===== src/rtl/trim_regfile_pkg.sv =====
package trim_regfile_pkg;
  localparam int AW     = 5;
  localparam int DW     = 8;
  localparam int PW     = 2 * DW;
  localparam int USER_N = 1 << (AW - 1);
  localparam int UIW    = AW - 1;

  typedef enum logic [2:0] {
    RG_DEVADR,
    RG_CFG,
    RG_POS,
    RG_PIN,
    RG_PSET,
    RG_HOLE,
    RG_USER
  } region_e;

  function automatic region_e region_of(input logic [AW-1:0] a);
    region_e r;
    if (a[AW-1]) begin
      r = RG_USER;
    end else if (a[3]) begin
      r = RG_HOLE;
    end else begin
      case (a[2:1])
        2'b00:   r = a[0] ? RG_CFG : RG_DEVADR;
        2'b01:   r = RG_POS;
        2'b10:   r = RG_PIN;
        default: r = RG_PSET;
      endcase
    end
    return r;
  endfunction
endpackage


===== src/rtl/trim_pw_gate.sv =====
module trim_pw_gate
  import trim_regfile_pkg::*;
(
  input  logic [PW-1:0] pin_q,
  input  logic [PW-1:0] pset_q,
  input  logic          wr,
  input  logic [AW-1:0] addr,
  output logic          unlocked,
  output logic          wr_ok
);
  region_e reg_sel;

  always_comb begin
    reg_sel  = region_of(addr);
    unlocked = (pin_q == pset_q);
    wr_ok    = wr && ((reg_sel == RG_PIN) ||
                      (unlocked && (reg_sel != RG_HOLE)));
  end
endmodule


===== src/rtl/trim_reg_bank.sv =====
module trim_reg_bank
  import trim_regfile_pkg::*;
#(
  parameter logic [DW-1:0] DEF_DEVADR = 8'hA0,
  parameter logic [DW-1:0] DEF_POS    = 8'h7F,
  parameter logic [PW-1:0] DEF_PSET   = 16'hFFFF,
  parameter logic [DW-1:0] DEF_USER   = 8'hFF
) (
  input  logic                     clk,
  input  logic                     rst_n,
  input  logic                     we,
  input  logic [AW-1:0]            addr,
  input  logic [DW-1:0]            wdata,
  output logic [DW-1:0]            devadr_q,
  output logic [1:0]               cfg_q,
  output logic [1:0][DW-1:0]       pos_q,
  output logic [PW-1:0]            pin_q,
  output logic [PW-1:0]            pset_q,
  output logic [USER_N-1:0][DW-1:0] user_q
);
  localparam logic [PW-1:0] PIN_RESET = '1;

  region_e reg_sel;
  logic [DW-1:0]      devadr_d;
  logic [1:0]         cfg_d;
  logic [1:0][DW-1:0] pos_d;
  logic [PW-1:0]      pin_d;
  logic [PW-1:0]      pset_d;

  always_comb begin
    reg_sel  = region_of(addr);
    devadr_d = devadr_q;
    cfg_d    = cfg_q;
    pos_d    = pos_q;
    pin_d    = pin_q;
    pset_d   = pset_q;
    if (we) begin
      case (reg_sel)
        RG_DEVADR: devadr_d = wdata;
        RG_CFG:    cfg_d = wdata[1:0];
        RG_POS:    pos_d[addr[0]] = wdata;
        RG_PIN:    if (addr[0]) pin_d[DW-1:0] = wdata;
                   else         pin_d[PW-1:DW] = wdata;
        RG_PSET:   if (addr[0]) pset_d[DW-1:0] = wdata;
                   else         pset_d[PW-1:DW] = wdata;
        default: ;
      endcase
    end
  end

  always_ff @(posedge clk or negedge rst_n) begin
    if (!rst_n) begin
      devadr_q <= DEF_DEVADR;
      cfg_q    <= '0;
      pos_q    <= {DEF_POS, DEF_POS};
      pin_q    <= PIN_RESET;
      pset_q   <= DEF_PSET;
    end else begin
      devadr_q <= devadr_d;
      cfg_q    <= cfg_d;
      pos_q    <= pos_d;
      pin_q    <= pin_d;
      pset_q   <= pset_d;
    end
  end

  for (genvar i = 0; i < USER_N; i++) begin : g_user
    logic hit;
    assign hit = we && (reg_sel == RG_USER) && (addr[UIW-1:0] == UIW'(i));
    always_ff @(posedge clk or negedge rst_n) begin
      if (!rst_n)   user_q[i] <= DEF_USER;
      else if (hit) user_q[i] <= wdata;
    end
  end
endmodule


===== src/rtl/trim_rd_mux.sv =====
module trim_rd_mux
  import trim_regfile_pkg::*;
(
  input  logic [AW-1:0]             addr,
  input  logic                      unlocked,
  input  logic [DW-1:0]             devadr_q,
  input  logic [1:0]                cfg_q,
  input  logic [1:0][DW-1:0]        pos_q,
  input  logic [PW-1:0]             pset_q,
  input  logic [USER_N-1:0][DW-1:0] user_q,
  output logic [DW-1:0]             rdata
);
  region_e reg_sel;

  always_comb begin
    reg_sel = region_of(addr);
    rdata   = '1;
    case (reg_sel)
      RG_DEVADR: rdata = devadr_q;
      RG_CFG:    rdata = {{(DW-2){1'b0}}, cfg_q};
      RG_POS:    rdata = pos_q[addr[0]];
      RG_PSET:   if (unlocked)
                   rdata = addr[0] ? pset_q[DW-1:0] : pset_q[PW-1:DW];
      RG_USER:   rdata = user_q[addr[UIW-1:0]];
      default:   rdata = '1;
    endcase
  end
endmodule


===== src/rtl/trim_regfile.sv =====
module trim_regfile
  import trim_regfile_pkg::*;
#(
  parameter logic [7:0]  DEF_DEVADR = 8'hA0,
  parameter logic [7:0]  DEF_POS    = 8'h7F,
  parameter logic [15:0] DEF_PSET   = 16'hFFFF,
  parameter logic [7:0]  DEF_USER   = 8'hFF
) (
  input  logic       clk,
  input  logic       rst_n,
  input  logic       bus_wr,
  input  logic [4:0] bus_addr,
  input  logic [7:0] bus_wdata,
  output logic [7:0] bus_rdata,
  output logic       bus_wr_ok,
  output logic [7:0] pos0_code,
  output logic [7:0] pos1_code,
  output logic       hiz0_en,
  output logic       hiz1_en
);
  logic                      unlocked;
  logic [DW-1:0]             devadr_q;
  logic [1:0]                cfg_q;
  logic [1:0][DW-1:0]        pos_q;
  logic [PW-1:0]             pin_q;
  logic [PW-1:0]             pset_q;
  logic [USER_N-1:0][DW-1:0] user_q;

  trim_pw_gate u_gate (
    .pin_q   (pin_q),
    .pset_q  (pset_q),
    .wr      (bus_wr),
    .addr    (bus_addr),
    .unlocked(unlocked),
    .wr_ok   (bus_wr_ok)
  );

  trim_reg_bank #(
    .DEF_DEVADR(DEF_DEVADR),
    .DEF_POS   (DEF_POS),
    .DEF_PSET  (DEF_PSET),
    .DEF_USER  (DEF_USER)
  ) u_bank (
    .clk     (clk),
    .rst_n   (rst_n),
    .we      (bus_wr_ok),
    .addr    (bus_addr),
    .wdata   (bus_wdata),
    .devadr_q(devadr_q),
    .cfg_q   (cfg_q),
    .pos_q   (pos_q),
    .pin_q   (pin_q),
    .pset_q  (pset_q),
    .user_q  (user_q)
  );

  trim_rd_mux u_rd (
    .addr    (bus_addr),
    .unlocked(unlocked),
    .devadr_q(devadr_q),
    .cfg_q   (cfg_q),
    .pos_q   (pos_q),
    .pset_q  (pset_q),
    .user_q  (user_q),
    .rdata   (bus_rdata)
  );

  assign pos0_code = pos_q[0];
  assign pos1_code = pos_q[1];
  assign hiz0_en   = cfg_q[0];
  assign hiz1_en   = cfg_q[1];
endmodule


===== config.mk =====
export PLATFORM = sky130hd
export DESIGN_NAME = trim_regfile
export DESIGN_NICKNAME = d
export VERILOG_FILES = /design/src/rtl/trim_regfile_pkg.sv /design/src/rtl/trim_pw_gate.sv /design/src/rtl/trim_reg_bank.sv /design/src/rtl/trim_rd_mux.sv /design/src/rtl/trim_regfile.sv
export SDC_FILE = /design/constraint.sdc
export NUM_CORES = 1
export LEC_CHECK = 0
export BUFFER_PORTS_ARGS = -buffer_cell sky130_fd_sc_hd__buf_2
export CAP_MARGIN = 10
export CELL_PAD_IN_SITES_DETAIL_PLACEMENT = 2
export CELL_PAD_IN_SITES_GLOBAL_PLACEMENT = 2
export CORE_UTILIZATION = 49
export CTS_CLUSTER_SIZE = 16
export DETAILED_ROUTE_END_ITERATION = 6
export GPL_TIMING_DRIVEN = 0
export PLACE_DENSITY = 0.89
export SYNTH_ARGS = -nofsm -noshare
export SYNTH_HDL_FRONTEND = slang
export SYNTH_SLANG_ARGS = --single-unit

===== constraint.sdc =====
create_clock -name clk -period 5.72 [get_ports clk]
set_input_delay 0.286 -clock clk [delete_from_list [all_inputs] [get_ports clk]]
set_output_delay 0.286 -clock clk [all_outputs]
set_load 0.05 [all_outputs]

Yosys cells after proc, flatten, opt, wreduce, memory -nomap -nowiden
Cells that the tools add are included.
- bits in registers: 186
- input port bits: 16
- output and inout bits: 27
- logic and storage cells: 97
- magnitude comparators: 3
- eq/ne operators: 24
- muxes and demuxes: 14
- bitwise logic cells: 1
- reductions and logical operators: 31
- operators by type and width (operator ; number):
    two-way mux 8 bit ; 6
    one-hot mux 8 bit (5 select lines) ; 1
    binary-select mux 8 bit (select 4 bit) ; 1
    == test 4 bit (second input constant) ; 8
    logical AND 1 bit ; 20
    bitwise mux 16 bit ; 1
    == test 16 bit ; 1
    == test 4 x 3 -> 1 bit (second input constant) ; 4
    AND reduction 3 bit ; 4
    one-hot mux 3 bit (3 select lines) ; 1
    demux 8 bit (select 1 bit) ; 1
    == test 4 x 2 -> 1 bit (second input constant) ; 2
    == test 3 x 2 -> 1 bit (second input constant) ; 2
    == test 3 bit (second input constant) ; 2
    two-way mux 3 bit ; 2
    AND reduction 2 bit ; 3
    less-than comparator 4 x 5 -> 1 bit (second input constant) ; 1
    == test 4 x 1 -> 1 bit (second input constant) ; 1
    zero test 4 bit ; 1
    == test 3 x 1 -> 1 bit (second input constant) ; 1
    zero test 3 bit ; 1
    != test 3 bit (second input constant) ; 1
    == test 2 x 1 -> 1 bit (second input constant) ; 1
    == test 2 bit (second input constant) ; 1
    6 further kinds ; 6

Depth between registers and ports, before layout
Gate-level depths: netlist of run 1.
- depth after elaboration: 10
- mapped depth: 10

By module
From an unflattened synthesis of run 1, not the netlist that was laid out.
- cell total of the unflattened synthesis: 636
- area, all modules: 9287.7 µm²
- modules (own cells, without submodules) (module ; times used ; cells an instance ; area each (µm²) ; sequential area each (µm²)):
    trim_reg_bank ; 1 ; 451 ; 7514.7 ; 4874.7
    trim_rd_mux ; 1 ; 154 ; 1525.2 ; 0.0
    trim_pw_gate ; 1 ; 31 ; 247.7 ; 0.0

Least setup slack after synthesis of run 1
OpenSTA, ideal clock, no wires.
- path type: input port to output port
- start: input bus_addr[2]
- end: output bus_rdata[0]
- arrival: 2.643 ns
- required time: 5.434 ns
- path slack: 2.791 ns
- stages: 9
- path buffers: 2
- cells stage by stage: clkbuf_2 clkbuf_1 inv_1 ha_1 and3b_1 nor3_4 nor2_1 a32o_1 or4_1
- cells in the longest elaborated chain, start to end: 6
- RTL lines (element ; RTL line ; RTL):
    start, declared ; trim_regfile.sv:12 ; input logic [4:0] bus_addr,
    == test 2 bit, or another cell as far along ; trim_regfile_pkg.sv:25 ; case (a[2:1])
    one-hot mux 3 bit (3 select lines) ; trim_regfile_pkg.sv:25 ;
    two-way mux 3 bit ; trim_regfile_pkg.sv:22 ; end else if (a[3]) begin
    two-way mux 3 bit ; trim_regfile_pkg.sv:20 ; if (a[AW-1]) begin
    == test 3 bit, or another cell as far along ; trim_rd_mux.sv:18 ; case (reg_sel)
    one-hot mux 8 bit (5 select lines) * ; trim_rd_mux.sv:18 ;
    end, declared ; trim_regfile.sv:14 ; output logic [7:0] bus_rdata,
Mark *: on every way between the ends. The rest lies on a longest branch, timed or not. The select of a mux whose other input is x is not followed.

Worst setup path in the final report of run 1
- start: register u_bank.pset_q[5]
- end: output bus_rdata[4]
- cells in the longest elaborated chain, start to end: 3
- RTL lines (element ; RTL line ; RTL):
    start, declared ; trim_reg_bank.sv:18 ; output logic [PW-1:0] pset_q,
    start signal, assigned ; trim_reg_bank.sv:63 ; pset_q <= pset_d;
    == test 16 bit ; trim_pw_gate.sv:15 ; unlocked = (pin_q == pset_q);
    two-way mux 8 bit ; trim_rd_mux.sv:22 ; RG_PSET: if (unlocked)
    one-hot mux 8 bit (5 select lines) ; trim_rd_mux.sv:18 ;
Every way passes these cells.

==> impl_metrics.toml, run 1 <==
[layout]
nNetsFinal = 698
final_common_cell = "mux2_2"
layout_common_cells = "mux2_2, dfstp_2, buf_2, mux4_2, clkbuf_1"
area_growth_syn_to_layout_pct = 12.51
drive_gt1_frac = 0.7316
final_core_util = 0.5684

[detailed_routing]
wirelength_um = 34890
drc = 28
first_pass_iters = 7
vias = 6351
drt-initial-drc-count = 598
avgViaCountPerCell = 6.881
ant_nets = 0
wl_per_cell_um = 37.80

[sta]
rsz0062_at_grt = "false"
finalCritPeriodShare = 0.7070
clock_skew_ps = 14.62
relSlewSlack = 0.1759
hold_violations = 0
worst_pin_slew_ps = 1226
final.setup.tns_ps = 0
slew_violations = 0
finalSetupViolations = 0
setup_ws_ps = 1676
fmax_mhz = 247.3
period_minus_slack_ps = 4044

[clock_tree]
cts.sinks = 186
postCtsSetupRepairBufs = 0
cts_inserted_buffers = 17
cts_tree = "yes"
cts_buffer_depth = 2
cts-root-buf = "clkbuf_16"
path_clk_slew_ps = 70
cts.htree.levels = 4
clock_latency_ps = 460

[global_route]
grt_use_total = 0.3817
grt_pass1_wl_um = 51820
grt_max_degree = 114
antenna_found_initial = 1
grt_overflow = 0
grt_pass1_vias = 7231

[placed_design]
numPortBuffers = 40
gp_congestion = 0.8747
dp_hpwl_um = 21230
pre_cts_ws_ps = 1863

[hold_path]
hp-start = "bus_wdata[5]"
worstHoldPathCells = 2
hold_class = "input pin to register"
hold_end = "u_bank.pin_q[5]"

[floorplan]
die_h_um = 139.0
fp.dieArea_um2 = 19330
coreArea_um2 = 18210
core.rowCount = 49
initial_core_util = 0.5052
io_pins = 43
die_w_um = 139.0

[worst_setup_path]
worstPathArrival_ps = 3760
r2r_slack_ps = 2160
crit_type = "register to primary output"
start_kind = "register"
r2r_end = "u_bank.user_q[84]"
cp_max_fo = 10
cp-end-kind = "primary output"
r2r-start = "u_bank.pset_q[5]"
ff2ff_path_depth = 6
cp_data_required_time_ps = 5430

[power_and_ir_drop]
peakVddDrop_mv = 0.2256
p_leak_nw = 4.204
finalPower_mw = 4.046
powerDensity_nw_per_um2 = 390.9

[synthesis]
synth_edf_count = 0
seq_area_frac_synth = 0.5299
synth_area_um2 = 9199
synth_area_leader_cell = "dfstp_2"
ys_seq_elements = 186
synth.top_cell.area_share = 0.5027
ys_top_cells_by_area = "dfstp_2, mux2_2, mux4_2"
ys.flop_type = "dfstp_2"
synth_cell_types = 43
ys_async_sr_fraction = 1.000
yosys_warnings = 0
synth.avg_cell_area_um2 = 14.86
synth_fp_nets = 637
synthCells = 619

[outcome]
violations = "design-rule violations"
status = "finished with violations"

[flow_run]
maxCapViolations = 0
## metal layers
layer	vias to the layer above	global-route usage	wire (um)
met5	-	0	0
met4	0	0.2088	1829
met3	123	0.1074	2487
met2	366	0.6337	17300
met1	3433	0.4498	13270
li1	2429	-	-
## flip-flops by register name, indices dropped and copies added, names as in the netlist
signal and count:
u_bank.cfg_q 2, u_bank.pset_q 16, u_bank.user_q 128, u_bank.devadr_q 8, u_bank.pin_q 16, u_bank.pos_q 16
## metrics by stage
step | instance area [um^2] | std cells | hold slack, ps
2_1_floorplan | 9199 | 619 | -9.591
3_3_place_gp | 9686 | 888 | 488.1
3_5_place_dp | 9723 | 889 | 293.7
4_1_cts | 10350 | 922 | 139.6
5_1_grt | 10350 | 922 | 159.0
6_report | 10350 | 923 | 157.2
## timing repair
| item | CTS | global route |
|---|---|---|
| hold buffers | 1 | 0 |
| endpoints found under the hold margin | 8 | 0 |
| gates resized for setup | 0 | 0 |
| endpoints found under the setup margin | 0 | 0 |
## kinds of logic (layout without fill, tap and decap cells)
kind of cell	count (synthesis)	in the layout	share of synthesized area
mux	234	234	0.3243
xor+xnor	16	16	0.01523
flops	186	186	0.5299
compound gates	31	31	0.02652
simple gates	104	104	0.08011
other cells	0	1	0
fa+ha+maj	2	2	0.002720
buf+inv	46	120	0.02122
## critical path: stages (launching register included)
cell and delay (ps):
dfstp_2 590, xor2_1 80, nor4_1 470, nand4_1 430, buf_2 420, a32o_1 440
or4_1 620, buf_2 250
## worst max-delay path by stage
stage / start / endpoint / slack, ps
CTS: u_bank.pset_q[5] / bus_rdata[4] / 1750
global route: u_bank.pset_q[5] / bus_rdata[4] / 1600
global placement: rst_n / u_bank.devadr_q[4] / 1810
floorplan: bus_addr[2] / bus_rdata[0] / 2790
finish: u_bank.pset_q[5] / bus_rdata[4] / 1680
detailed placement: bus_addr[2] / u_bank.pin_q[6] / 1860
## final cells by class
type	instances	area [um^2]
antenna	1	2.502
buffer	42	180.2
clock buffer	18	439.2
clock inverter	14	175.2
fill	1546	7859
inverter	4	15.01
multi-input combinational	387	4129
sequential	186	4875
tap	229	286.5
timing repair buffer	42	247.7
## Yosys cell counts (9+ instances only)
cell	count
nand3_1	18
mux4_2	32
mux2_2	191
xor2_1	16
nor2_1	17
nand2_1	16
clkbuf_1	28
nor3_2	9
dfrtp_1	10
dfstp_2	176
mux2i_1	10
## where the power goes
group / switching [mW] / internal (mW) / leakage [nW]
clock: 0.605 / 0.676 / 0.296
sequential: 0.200 / 1.72 / 1.96
combinational: 0.503 / 0.340 / 1.95
total: 1.31 / 2.74 / 4.20
(Power assumes the default switching activity.)
==> run 2, diff against run 1 <==
Settings changed: CORE_UTILIZATION 49 to 45, PLACE_DENSITY 0.89 to 0.83.
Clock period 5.72 ns to 4.07 ns, I/O delays scaled along.
==> run 2 against run 1 <==
  * The run now ends clean
  * Clock skew shrank 3.2 ps
  * Power up 33%
  * Highest routed layer is now met5
  * Critical path type unchanged
  * Global-route usage shrank 8.2 points
  * Register-to-register slack got worse by 1400 ps
  * Final cell count increased by 3.9%
  * Via count decreased by 6.7%
  * Critical endpoint is now bus_rdata[7]
  * Largest power group unchanged
  * Critical path depth is the same
  * Sequential share of layout area about the same
  * Flip-flop and latch count stayed put
==> impl_metrics.toml, run 2 (synthesis results as in run 1) <==
[placed_design]
dp.cells = 925
numPortBuffers = 40
pre_cts_ws_ps = 139.3
gp_congestion = 0.8725
dp_hpwl_um = 20400
place_area_um2 = 9768

[floorplan]
die_w_um = 145.0
core.rowCount = 51
io_pins = 43
initial_core_util = 0.4665
coreArea_um2 = 19720
fp.dieArea_um2 = 21020
die_h_um = 145.0

[worst_setup_path]
r2r-start = "u_bank.pset_q[2]"
crit_end = "bus_rdata[7]"
r2r_end = "u_bank.user_q[95]"
cp-startpoint = "u_bank.pset_q[2]"
start_kind = "register"
worstPathArrival_ps = 3550
ff2ff_path_depth = 6
r2r_slack_ps = 750
cp_data_required_time_ps = 3870
cp_max_fo = 10
cp-end-kind = "primary output"
crit_type = "register to primary output"

[hold_path]
hold_class = "input pin to register"

[clock_tree]
path_clk_slew_ps = 70
cts_inserted_buffers = 17
cts_resized = 0
cts.sinks = 186
cts.htree.levels = 4
clock_latency_ps = 440
cts-root-buf = "clkbuf_16"
cts_tree = "yes"
cts_buffer_depth = 2

[detailed_routing]
drc = 0
wl_per_cell_um = 30.97
wirelength_um = 29700
vias = 5925
drt-initial-drc-count = 367
avgViaCountPerCell = 6.178
ant_nets = 0
first_pass_iters = 5

[layout]
final_core_util = 0.5248
fill_cells = 1772
layout_common_cells = "mux2_2, dfstp_2, buf_2, mux4_2, clkbuf_1"
largest_reg_flops = 128
diodes = 0
fin_cells = 959
final_common_cell = "mux2_2"
largest_register = "u_bank.user_q"
area_growth_syn_to_layout_pct = 12.49
drive_gt1_frac = 0.7320
finish.instance_area_um2 = 10350
nNetsFinal = 699

[global_route]
grt_overflow = 0
grt_pass1_wl_um = 46010
grt_use_total = 0.2993
grt_util_met2 = 0.5041
grt_pass1_vias = 6812
antenna_found_initial = 1
top_usage_layer = "met2"
grt_use_met1 = 0.3794
grt_max_degree = 138
use_met3 = 0.05283

[sta]
clock_skew_ps = 11.42
relSlewSlack = 0.3182
worst_pin_slew_ps = 1017
setup_ws_ps = 312.3
final.setup.tns_ps = 0
hold_violations = 0
rsz0062_at_grt = "false"
finalCritPeriodShare = 0.9233
fmax_mhz = 266.1
slew_violations = 0
period_minus_slack_ps = 3758
finalSetupViolations = 0
whs_ps = 90.68

[outcome]
status = "completed"

[flow_run]
maxCapViolations = 0

[power_and_ir_drop]
peakVddDrop_mv = 0.3139
finalPower_mw = 5.390
powerDensity_nw_per_um2 = 520.9
p_leak_nw = 4.182
[run 2: what timing repair did]
action	in CTS	in global routing
hold endpoints to repair	49	0
buffers inserted	0	0
hold buffers	1	0
[run 2: cell type report]
type	count	area, um^2	share of cell area
plain buffers	42	180.2	0.01741
clock buffers	19	452.9	0.04377
clock inverters	13	108.9	0.01052
inverters	4	15.01	0.001451
multi-input cells	387	4129	0.3990
flip-flops and latches	186	4875	0.4711
well taps	265	331.6	0.03204
repair buffers	43	255.2	0.02467
[run 2: power breakdown]
part / leakage [nW] / switching (mW) / internal (mW) / total (mW)
combinational: 1.96 / 0.643 / 0.476 / 1.12
clock: 0.269 / 0.791 / 0.833 / 1.62
sequential: 1.96 / 0.232 / 2.42 / 2.65
total: 4.18 / 1.67 / 3.72 / 5.39
[run 2: metal layers]
metal | vias up | part of all wire
met5 | - | 0.00044
met4 | 2 | 0.036
met3 | 76 | 0.044
met2 | 191 | 0.50
met1 | 3224 | 0.42
li1 | 2432 | -
[run 2: how the worst min path moves through the flow]
stage,startpoint,depth (start not counted),endpoint
3_5_place_dp,rst_n,1,u_bank.pos_q[7]
6_report,bus_wdata[2],2,u_bank.pin_q[2]
3_3_place_gp,u_bank.devadr_q[3],1,u_bank.devadr_q[3]
5_1_grt,bus_wdata[2],2,u_bank.pin_q[2]
4_1_cts,bus_wdata[2],2,u_bank.pin_q[2]
2_1_floorplan,rst_n,0,u_bank.cfg_q[0]
[run 2: worst max-delay path, cell delays in order, from the launching register on]
cell	delay [ps]
dfstp_2	560
xor2_1	90
nor4_1	370
nand4_1	400
buf_2	410
a32o_1	430
or4_1	610
buf_2	250
==> run 3, diff against run 2 <==
Settings changed: PLACE_DENSITY 0.83 to 0.8.
==> run 3 against run 2 <==
  * Die area unchanged
  * Core utilization increased by 0.25 points
  * Clock-buffer cell count decreased by 1
  * Fmax decreased by 0.26%
  * Largest power group unchanged
  * Clock skew increased by 1.3 ps
  * Critical path type unchanged
  * Final cell count increased by 0.21%
  * Routed wire length decreased by 3.8%
  * Critical path depth unchanged
  * Non-clock buffer count unchanged
  * Hold slack got worse by 16 ps
==> impl_metrics.toml, run 3 (synthesis results as in run 1) <==
[outcome]
status = "completed"

[detailed_routing]
drt-initial-drc-count = 355
wl_per_cell_um = 29.74
first_pass_iters = 4
avgViaCountPerCell = 6.069
drc = 0
vias = 5832
ant_nets = 0
wirelength_um = 28580

[clock_tree]
path_clk_slew_ps = 70
cts.htree.levels = 4
cts_resized = 0
cts-root-buf = "clkbuf_16"
clock_latency_ps = 450
postCtsSetupRepairBufs = 0
ctsHoldBuffers = 1
cts_tree = "yes"
cts.sinks = 186
cts_buffer_depth = 2
cts_inserted_buffers = 17

[power_and_ir_drop]
p_leak_nw = 4.200
finalPower_mw = 5.493
peakVddDrop_mv = 0.3697
power_frac_comb = 0.202
p_int_mw = 3.822
p_seq_frac = 0.480
switchingPower_mw = 1.671
switching_share = 0.3042
powerDensity_nw_per_um2 = 528.3
clkPwrFrac = 0.318

[floorplan]
fp.dieArea_um2 = 21020
coreArea_um2 = 19720
die_w_um = 145.0
core.rowCount = 51
initial_core_util = 0.4665
die_h_um = 145.0
io_pins = 43

[worst_setup_path]
cp-end-kind = "primary output"
start_kind = "register"
worstPathArrival_ps = 3560
crit_type = "register to primary output"
ff2ff_path_depth = 6
cp_data_required_time_ps = 3870
cp_max_fo = 10

[layout]
final_common_cell = "mux2_2"
largest_reg_flops = 128
fin_cells = 961
fill_cells = 1740
drive_gt1_frac = 0.7305
nNetsFinal = 699
largest_register = "u_bank.user_q"
layout_common_cells = "mux2_2, dfstp_2, buf_2, mux4_2, clkbuf_1"
finish.instance_area_um2 = 10400
area_growth_syn_to_layout_pct = 13.02

[sta]
relSlewSlack = 0.3394
finalCritPeriodShare = 0.9257
rsz0062_at_grt = "false"
slew_violations = 0
worst_pin_slew_ps = 985.5
fmax_mhz = 265.4
hold_violations = 0
whs_ps = 75.03
clock_skew_ps = 12.72
final.setup.tns_ps = 0
period_minus_slack_ps = 3768
finalSetupViolations = 0

[flow_run]
maxCapViolations = 0

[global_route]
top_usage_layer = "met2"
grt_use_met1 = 0.3631
use_met3 = 0.05975
grt_max_degree = 135
grt_pass1_wl_um = 43290
grt_util_met2 = 0.4712
grt_use_total = 0.2841
grt_overflow = 0
grt_pass1_vias = 6683
antenna_found_initial = 3

[placed_design]
dp_hpwl_um = 19440
place_area_um2 = 9768
gp_congestion = 0.8509
dp.cells = 925
numPortBuffers = 40

[hold_path]
worstHoldPathCells = 2
hold_class = "input pin to register"
[run 3: layer usage]
layer / share of wire / up-vias
met5: 0 / -
met4: 0.031 / 0
met3: 0.054 / 50
met2: 0.50 / 194
met1: 0.41 / 3142
li1: - / 2446
[run 3: worst paths after layout]
check | startpoint | to | slack [ps]
setup reg to reg | u_bank.pset_q[5] | u_bank.user_q[81] | 730
min in group asynchronous | rst_n | u_bank.pos_q[7] | 280
max in group asynchronous | rst_n | u_bank.user_q[44] | 2840
hold reg to reg | u_bank.devadr_q[1] | u_bank.devadr_q[1] | 510
hold / removal | bus_wdata[5] | u_bank.user_q[117] | 80
setup / recovery | u_bank.pset_q[5] | bus_rdata[7] | 300
[run 3: stage by stage]
step                  util  worst slack, ps
floorplan                -             1300
global placement    0.4935            171.6
detailed placement  0.4954            284.5
CTS                 0.5266            300.3
global route        0.5270            183.7
finish              0.5273            302.4
[run 3: cell type report]
type,instances,area [um^2],share of cell area
clock buffers,18,429.2,0.04128
repair buffers,43,255.2,0.02455
multi-input cells,387,4129,0.3972
flip-flops and latches,186,4875,0.4689
diodes,2,5.005,0.0004814
clock inverters,14,176.4,0.01697
inverters,4,15.01,0.001444
well taps,265,331.6,0.03189
plain buffers,42,180.2,0.01733
[run 3: critical path: stages, from the launching register on]
cell	delay [ps]
dfstp_2	560
xor2_1	70
nor4_1	430
nand4_1	410
buf_2	400
a32o_1	400
or4_1	600
buf_2	240
[run 3: power by group through the flow]
stage	combinational [mW]	sequential (mW)	clock, mW
final	1.11	2.64	1.75
after global placement	1.03	2.59	0
after detailed placement	1.09	2.64	0
after CTS	1.12	2.63	1.78
after floorplan	0.672	2.68	0
after global routing	1.17	2.67	1.84
